==> config.mk <==
export PLATFORM = sky130hd
export DESIGN_NAME = avg_vec_unit
export DESIGN_NICKNAME = d
export VERILOG_FILES = /design/src/rtl/avg_pkg.sv /design/src/rtl/avg_round_sel.sv /design/src/rtl/avg_half_add.sv /design/src/rtl/avg_vec_unit.sv
export SDC_FILE = /design/constraint.sdc
export NUM_CORES = 1
export LEC_CHECK = 0
export ABC_CLOCK_PERIOD_IN_PS = 2650
export CAP_MARGIN = 30
export CELL_PAD_IN_SITES_DETAIL_PLACEMENT = 0
export CELL_PAD_IN_SITES_GLOBAL_PLACEMENT = 1
export CORE_UTILIZATION = 51
export DETAILED_ROUTE_END_ITERATION = 12
export DONT_BUFFER_PORTS = 1
export GPL_ROUTABILITY_DRIVEN = 0
export PLACE_DENSITY = 0.9
export SETUP_SLACK_MARGIN = 0.05
export SLEW_MARGIN = 40
export SYNTH_ARGS = -nofsm -noshare
export SYNTH_HDL_FRONTEND = slang
export SYNTH_SLANG_ARGS = --single-unit
==> constraint.sdc <==
create_clock -name clk -period 2.65 [get_ports clk]
set_input_delay 0.53 -clock clk [delete_from_list [all_inputs] [get_ports clk]]
set_output_delay 0.53 -clock clk [all_outputs]
set_load 0.03 [all_outputs]
==> src/rtl/avg_pkg.sv <==
package avg_pkg;

    typedef enum logic [1:0] {
        RM_NEAR_UP   = 2'd0,
        RM_NEAR_EVEN = 2'd1,
        RM_DOWN      = 2'd2,
        RM_ODD       = 2'd3
    } rmode_e;

    typedef enum logic [1:0] {
        PH_IDLE  = 2'd0,
        PH_RUN   = 2'd1,
        PH_CLEAR = 2'd2,
        PH_FIN   = 2'd3
    } phase_e;

endpackage

==> src/rtl/avg_round_sel.sv <==
module avg_round_sel
    import avg_pkg::*;
(
    input  rmode_e     rm,
    input  logic [1:0] low_bits,
    output logic       inc
);

    always_comb begin
        case (rm)
            RM_NEAR_UP:   inc = low_bits[0];
            RM_NEAR_EVEN: inc = (low_bits == 2'b11);
            RM_DOWN:      inc = 1'b0;
            default:      inc = (low_bits == 2'b01);
        endcase
    end

endmodule

==> src/rtl/avg_half_add.sv <==
module avg_half_add
    import avg_pkg::*;
#(
    parameter int EW       = 8,
    parameter bit WIDE_SUM = 1'b1
) (
    input  logic [EW-1:0] opa,
    input  logic [EW-1:0] opb,
    input  rmode_e        rm,
    output logic [EW-1:0] res
);

    logic [EW-1:0] half;
    logic [1:0]    low;
    logic          inc;

    generate
        if (WIDE_SUM) begin : g_wide
            // one extra sign bit keeps the exact sum
            logic [EW:0] sum_w;
            assign sum_w = {opa[EW-1], opa} + {opb[EW-1], opb};
            assign half  = sum_w[EW:1];
            assign low   = sum_w[1:0];
        end else begin : g_narrow
            // element-width sum; rebuild the lost top bit from overflow
            logic [EW-1:0] sum_n;
            logic          ovf;
            assign sum_n = opa + opb;
            assign ovf   = (sum_n[EW-1] ^ opa[EW-1]) & (sum_n[EW-1] ^ opb[EW-1]);
            assign half  = {sum_n[EW-1] ^ ovf, sum_n[EW-1:1]};
            assign low   = sum_n[1:0];
        end
    endgenerate

    avg_round_sel u_round (
        .rm       (rm),
        .low_bits (low),
        .inc      (inc)
    );

    assign res = half + EW'(inc);

endmodule

==> src/rtl/avg_vec_unit.sv <==
module avg_vec_unit
    import avg_pkg::*;
#(
    parameter int EW       = 8,
    parameter int MAXLEN   = 16,
    parameter bit WIDE_SUM = 1'b1,
    localparam int IDXW    = $clog2(MAXLEN),
    localparam int LENW    = IDXW + 1
) (
    input  logic            clk,
    input  logic            rst_n,
    input  logic            start,
    input  logic [LENW-1:0] vlen,
    input  logic            mask_en,
    input  logic [1:0]      rmode,
    output logic [IDXW-1:0] rd_idx,
    input  logic [EW-1:0]   rd_a,
    input  logic [EW-1:0]   rd_b,
    input  logic            rd_mask,
    output logic            wr_en,
    output logic [IDXW-1:0] wr_idx,
    output logic [EW-1:0]   wr_data,
    output logic            done
);

    localparam logic [IDXW-1:0] LAST_IDX = IDXW'(MAXLEN - 1);
    localparam logic [LENW-1:0] MAX_LEN  = LENW'(MAXLEN);

    typedef struct packed {
        phase_e          phase;
        logic [IDXW-1:0] idx;
        logic [LENW-1:0] len;
        logic            men;
        rmode_e          rm;
        logic            wr_en;
        logic [IDXW-1:0] wr_idx;
        logic [EW-1:0]   wr_data;
        logic            done;
    } st_t;

    st_t st_d, st_q;

    logic [EW-1:0]   avg_res;
    logic [LENW-1:0] len_in;
    logic            at_last_active;
    logic            at_top;

    avg_half_add #(
        .EW       (EW),
        .WIDE_SUM (WIDE_SUM)
    ) u_half_add (
        .opa (rd_a),
        .opb (rd_b),
        .rm  (st_q.rm),
        .res (avg_res)
    );

    assign len_in         = (vlen > MAX_LEN) ? MAX_LEN : vlen;
    assign at_last_active = ({1'b0, st_q.idx} == (st_q.len - LENW'(1)));
    assign at_top         = (st_q.idx == LAST_IDX);

    always_comb begin
        st_d       = st_q;
        st_d.wr_en = 1'b0;
        st_d.done  = 1'b0;
        case (st_q.phase)
            PH_IDLE: begin
                if (start) begin
                    st_d.len   = len_in;
                    st_d.men   = mask_en;
                    st_d.rm    = rmode_e'(rmode);
                    st_d.idx   = '0;
                    st_d.phase = (vlen == '0) ? PH_FIN : PH_RUN;
                end
            end
            PH_RUN: begin
                st_d.wr_en   = !st_q.men || rd_mask;
                st_d.wr_idx  = st_q.idx;
                st_d.wr_data = avg_res;
                st_d.idx     = st_q.idx + IDXW'(1);
                if (at_last_active) begin
                    st_d.phase = at_top ? PH_FIN : PH_CLEAR;
                end
            end
            PH_CLEAR: begin
                st_d.wr_en   = 1'b1;
                st_d.wr_idx  = st_q.idx;
                st_d.wr_data = '0;
                st_d.idx     = st_q.idx + IDXW'(1);
                if (at_top) begin
                    st_d.phase = PH_FIN;
                end
            end
            default: begin
                st_d.phase = PH_IDLE;
                st_d.done  = 1'b1;
            end
        endcase
    end

    always_ff @(posedge clk or negedge rst_n) begin
        if (!rst_n) begin
            st_q <= '0;
        end else begin
            st_q <= st_d;
        end
    end

    assign rd_idx  = st_q.idx;
    assign wr_en   = st_q.wr_en;
    assign wr_idx  = st_q.wr_idx;
    assign wr_data = st_q.wr_data;
    assign done    = st_q.done;

    AST_MASK_SKIP: assert property (@(posedge clk) disable iff (!rst_n)
        (st_q.phase == PH_RUN && st_q.men && !rd_mask) |=> !wr_en);

    AST_TAIL_ZERO: assert property (@(posedge clk) disable iff (!rst_n)
        (wr_en && ({1'b0, wr_idx} >= st_q.len)) |-> (wr_data == '0));

    AST_EMPTY_NO_WRITE: assert property (@(posedge clk) disable iff (!rst_n)
        (st_q.phase == PH_IDLE && start && vlen == '0) |=> !wr_en ##1 (done && !wr_en));

    AST_DONE_AFTER_FIN: assert property (@(posedge clk) disable iff (!rst_n)
        (st_q.phase == PH_FIN) |=> (done && !wr_en));

    AST_RM_HELD: assert property (@(posedge clk) disable iff (!rst_n)
        (st_q.phase != PH_IDLE && $past(st_q.phase) != PH_IDLE) |-> $stable(st_q.rm));

    AST_START_IGNORED: assert property (@(posedge clk) disable iff (!rst_n)
        (st_q.phase != PH_IDLE && start) |=> $stable(st_q.len));

    AST_LEN_CLAMP: assert property (@(posedge clk) disable iff (!rst_n)
        st_q.len <= MAX_LEN);

endmodule

Word level (Yosys, flattened, before mapping)
Cells that the tools add are included.
{"block": "totals", "romBits": 0, "ram_bits": 0, "n_memories": 0, "latch_bits": 0, "out_inout_bits": 18, "register_bits": 28, "inputBits": 28, "wordCells": 48}
{"block": "op_classes", "div": 0, "mux": 11, "shifts": 0, "addsub": 4, "bitwise": 0, "reduce_logical": 12, "magnitude_cmp": 1, "n_mul": 0, "eq_ne": 11}
{"op": "13-bit one-hot mux with 2 select lines", "count": 1}
{"op": "14-bit two-way mux", "count": 1}
{"op": "8-bit by 8-bit adder with 9-bit output", "count": 1}
{"op": "8-bit by 1-bit adder with 8-bit output", "count": 1}
{"op": "4-bit one-hot mux with 2 select lines", "count": 1}
{"op": "2-bit by 1-bit equality test with 1-bit output, second input constant", "count": 3}
{"op": "2-bit equality test, second input constant", "count": 3}
{"op": "2-bit two-way mux", "count": 3}
{"op": "2-bit != test, second input constant", "count": 3}
{"op": "2-bit one-hot mux with 3 select lines", "count": 1}
{"op": "4-bit by 5-bit equality test with 1-bit output", "count": 1}
{"op": "5-bit > comparator, second input constant", "count": 1}
{"op": "5-bit logical NOT", "count": 1}
{"op": "5-bit two-way mux", "count": 1}
{"op": "5-bit by 1-bit subtractor with 5-bit output, second input constant", "count": 1}
{"op": "4-bit by 1-bit adder with 4-bit output, second input constant", "count": 1}
{"op": "4-bit equality test, second input constant", "count": 1}
{"op": "2-bit logical NOT", "count": 2}
{"op": "2-bit AND reduction", "count": 2}
{"op": "2-bit nonzero test", "count": 2}
{"op": "1-bit one-hot mux with 3 select lines", "count": 1}
{"op": "3-bit AND reduction", "count": 1}
{"op": "3-bit OR reduction", "count": 1}
{"op": "1-bit two-way mux", "count": 2}
{"op": "3 further kinds", "count": 3}

Depth between registers and ports, before layout
{"block": "logic_depth", "word_depth": 5, "mapped_depth": 10, "depth_no_buf": 10}

Cells and area by module
A second synthesis with hierarchy kept.
{"block": "unflattened", "cells_unflattened": 206, "hier_area_um2": 2011.9}
{"module": "avg_vec_unit", "seq_area_each_um2": 700.7, "area_per_inst_um2": 1458.9, "instances": 1, "cells_each": 142}
{"module": "avg_half_add", "seq_area_each_um2": 0.0, "area_per_inst_um2": 525.5, "instances": 1, "cells_each": 60}
{"module": "avg_round_sel", "seq_area_each_um2": 0.0, "area_per_inst_um2": 27.5, "instances": 1, "cells_each": 4}

Worst setup path before layout
No wires, ideal clock.
{"block": "synth_path", "path_kind": "input port to flip-flop", "start": "input rd_a[0]", "end": "register st_q (netlist bit wr_data[6])", "arrival_time_ns": 2.503, "path_slack_ns": 0.046, "stages": 10, "path_buffers": 0, "t_required_ns": 2.549, "setup_ns": 0.101, "path_cell_list": "ha_1 -> fa_1 -> nor2b_1 -> xnor2_1 -> and2_1 -> ha_1 -> ha_1 -> nand3_1 -> o31a_1 -> o32ai_1"}
{"block": "synth_between", "elab_chain_cells": 5, "word_cells_on_any_way": 6, "cone_classes": "2 x add/sub; 2 x eq/ne; 2 x mux"}
{"item": "start: declaration", "line": "avg_vec_unit.sv:17", "source": "input logic [EW-1:0] rd_a,"}
{"item": "8-bit by 8-bit adder with 9-bit output *", "line": "avg_half_add.sv:21", "source": "assign sum_w = {opa[EW-1], opa} + {opb[EW-1], opb};"}
{"item": "2-bit by 1-bit equality test with 1-bit output / 2-bit equality test (equally long branches)", "line": "avg_round_sel.sv:14, avg_round_sel.sv:12"}
{"item": "1-bit one-hot mux with 3 select lines", "line": "avg_round_sel.sv:10", "source": "case (rm)"}
{"item": "8-bit by 1-bit adder with 8-bit output *", "line": "avg_half_add.sv:41", "source": "assign res = half + EW'(inc);"}
{"item": "13-bit one-hot mux with 2 select lines *", "line": "avg_vec_unit.sv:66", "source": "case (st_q.phase)"}
{"item": "end signal: assignment", "line": "avg_vec_unit.sv:105", "source": "st_q <= st_d;"}
{"item": "end: declaration", "line": "avg_vec_unit.sv:41", "source": "st_t st_d, st_q;"}
Mark *: on every way between the ends. The rest lies on a longest branch, timed or not. The select of a mux whose other input is x is not followed.
A chain may end at the register's enable or synchronous reset.

Final worst setup path
Ends and elaborated chain as after synthesis.

==> impl_metrics.json <==
{
  "status": "completed",
  "drt-initial-drc-count": 78,
  "synth-compound-area-share_pct": 18.19,
  "fin_total_pwr_mw": 1.906,
  "worstReg2RegStart": "st_q[14]",
  "num_rows": 22,
  "die_area_um2": 4124,
  "synth_area_um2": 1974,
  "die_w_um": 64.22,
  "synthToLayoutAreaGrowth_pct": 0.5068,
  "ios": 46,
  "yosys-top-cells-area": "dfrtp_1, ha_1, buf_4, mux2_2, o21ai_0",
  "fin_hold_ws_ns": 0.07225,
  "ir_worst_vdd_v": 0.0005998,
  "synth-simple-area-share_pct": 15.97,
  "power.internal_mw": 1.062,
  "ys_seq_elements": 28,
  "coreArea_um2": 3689,
  "cts_resized": 0,
  "clock.fmax_mhz": 417.1,
  "grt_pass1_vias": 1387,
  "synth_top_area_share_pct": 35.49,
  "p_leak_nw": 0.8695,
  "postSynthAreaPerCell_um2": 9.357,
  "ff_latch_area_um2": 700.7,
  "critical_path_class": "input pin to register",
  "ant_nets": 0,
  "ys_warn_count": 0,
  "clk_pin_slew_ns": 0.08,
  "clk_latency_ns": 0.27,
  "dr_wl_met3_um": 246,
  "arrival_ns": 2.57,
  "finalWirelength_um": 3481,
  "yosysSeqAreaShare_pct": 35.49,
  "post-synth-top-count-cell": "dfrtp_1",
  "die_h_um": 64.22,
  "cts.htree.levels": 1,
  "grt_max_degree": 29,
  "relSlewSlack_pct": 63.84,
  "overflow": 0,
  "initial_utilization_pct": 53.53,
  "cts_tree": "built",
  "critPathMaxFanout": 3,
  "post_synth_xor_area_fraction_pct": 5.323,
  "nFillCells": 355,
  "async_flop_share_pct": 100.0,
  "finalCritPeriodShare_pct": 90.48,
  "drive_above_1_share_pct": 11.73,
  "crit_path_start_kind": "input pin",
  "worst_slew_pin_slew_ns": 0.5424,
  "power.switching_uw": 843.6,
  "track_usage_pct": 18.15,
  "io_buffers": 0,
  "crit_path_end_kind": "register",
  "grt_pass1_wl_um": 5927,
  "period_minus_slack_ns": 2.398,
  "insertedDiodeCount": 0,
  "muxShareOfSynthArea_pct": 3.422,
  "synthCells": 211,
  "cellPowerDensity_nw_per_um2": 960.5,
  "via_count": 1350,
  "wl_met1_um": 1598,
  "nets": 243,
  "swShare_pct": 44.26,
  "multi_input_area_um2": 1072,
  "cts_buffer_depth": 2,
  "setup_viol": 0,
  "power_frac_comb_pct": 44.8,
  "rsz0062_at_grt": "no",
  "drtPass1Iterations": 4,
  "drcViolationCount": 0,
  "top_layer_used": "met4",
  "hold_viol_final": 0,
  "synth_area_leader_cell": "dfrtp_1",
  "post_drt_wl_per_cell_um": 14.27,
  "antenna_found_initial": 0,
  "place_hpwl_um": 2719,
  "rr_worst_depth": 8,
  "synthTopCellsByCount": "dfrtp_1, nand2_1, buf_4, ha_1, inv_1",
  "r2r_slack_ns": 0.83,
  "cts_buffers": 3,
  "min_path_type": "input pin to asynchronous set/reset pin",
  "wl_met2_um": 1620,
  "power_frac_clock_pct": 11.5,
  "syn_nets": 256,
  "slew_viol_final": 0,
  "synth_top_family_by_area": "compound AO/OA/AOI/OAI gates",
  "synthAdderAreaFrac_pct": 11.15,
  "postCtsSetupRepairBufs": 0,
  "synth_edf_count": 0,
  "p_seq_share_pct": 43.7,
  "synthFlopType": "dfrtp_1",
  "routed_via_density": 5.533,
  "cp.required_ns": 2.82,
  "maxCapViolCount": 0,
  "clockRootBuffer": "clkbuf_8",
  "postCtsHoldBufs": 1,
  "cts_sinks": 28,
  "r2r_end": "wr_data[6]",
  "finalClockSkew_ns": 0.002278,
  "ys_types": 42
}
[through the flow]
stage	worst slack [ns]	utilization (%)	setup TNS, ns	area, µm²	std cells
after floorplan	0.06578	-	0	1979	211
after global placement	0.03147	52.14	0	1923	240
after detailed placement	-0.04694	52.14	-0.07615	1923	240
after CTS	0.2373	53.80	0	1984	244
after global routing	0.07595	53.80	0	1984	244
final	0.2523	53.80	0	1984	244
[placed cells by master, fill, tap and decap left out, types with 6 or more instances in the layout]
| cell type | Yosys | final |
|---|---|---|
| a21oi_1 | 7 | 7 |
| dfrtp_1 | 28 | 28 |
| ha_1 | 16 | 16 |
| inv_1 | 16 | 16 |
| mux2_2 | 6 | 6 |
| nand2_1 | 17 | 17 |
| nand2b_1 | 8 | 8 |
| nor2_1 | 6 | 6 |
| nor3_1 | 6 | 6 |
| o21ai_0 | 13 | 13 |
| o22ai_1 | 8 | 8 |
| xnor2_1 | 7 | 7 |
[routing by layer]
metal | up-vias | global-route usage, %
met5 | - | 0
met4 | 0 | 1.667
met3 | 2 | 6.429
met2 | 34 | 31.12
met1 | 626 | 22.72
li1 | 688 | -
[flip-flops by register name (all words and copies together), names as in the netlist]
| signal | count |
|---|---|
| st_q | 10 |
| wr_en | 1 |
| rd_idx | 4 |
| wr_data | 8 |
| done | 1 |
| wr_idx | 4 |
[power by group through the flow]
stage / combinational [mW] / sequential, mW / clock, mW
after floorplan: 0.920 / 0.678 / 0
after detailed placement: 0.851 / 0.844 / 0
final: 0.854 / 0.833 / 0.219
after global routing: 0.973 / 0.856 / 0.243
after global placement: 0.818 / 0.835 / 0
after CTS: 0.869 / 0.836 / 0.227
[worst max-delay path, cell delays in order]
cell and delay [ns]:
ha_1 0.21, fa_1 0.46, nor2b_1 0.15, xnor2_1 0.12, and2_1 0.13, ha_1 0.15
ha_1 0.18, nand3_2 0.11, o31a_1 0.32, o32ai_1 0.21
[worst max path at each step]
| stage | start | end | slack (ns) | depth (start not counted) |
|---|---|---|---|---|
| floorplan | rd_a[0] | wr_data[6] | 0.07 | 10 |
| global placement | rd_a[0] | wr_data[6] | 0.03 | 10 |
| detailed placement | rd_a[0] | wr_data[6] | -0.05 | 10 |
| CTS | rd_a[0] | wr_data[6] | 0.24 | 10 |
| global route | rd_a[0] | wr_data[6] | 0.08 | 10 |
| finish | rd_a[0] | wr_data[6] | 0.25 | 10 |
[cell families (layout without fill, tap and decap cells)]
| logic type | after synthesis | count (layout) |
|---|---|---|
| mux | 6 | 6 |
| buf+inv | 39 | 24 |
| flops | 28 | 28 |
| compound gates | 48 | 48 |
| simple gates | 61 | 61 |
| fa+ha+maj | 17 | 17 |
| xor+xnor | 12 | 12 |
[layout make-up]
cell class	count	share of cell area, %
Sequential cell	28	35.31
Timing Repair Buffer	5	2.522
Multi-Input combinational cell	144	54.04
Inverter	16	3.026
Tap cell	48	3.026
Clock buffer	3	2.081
Note: power is estimated with default switching activity, not from simulation.
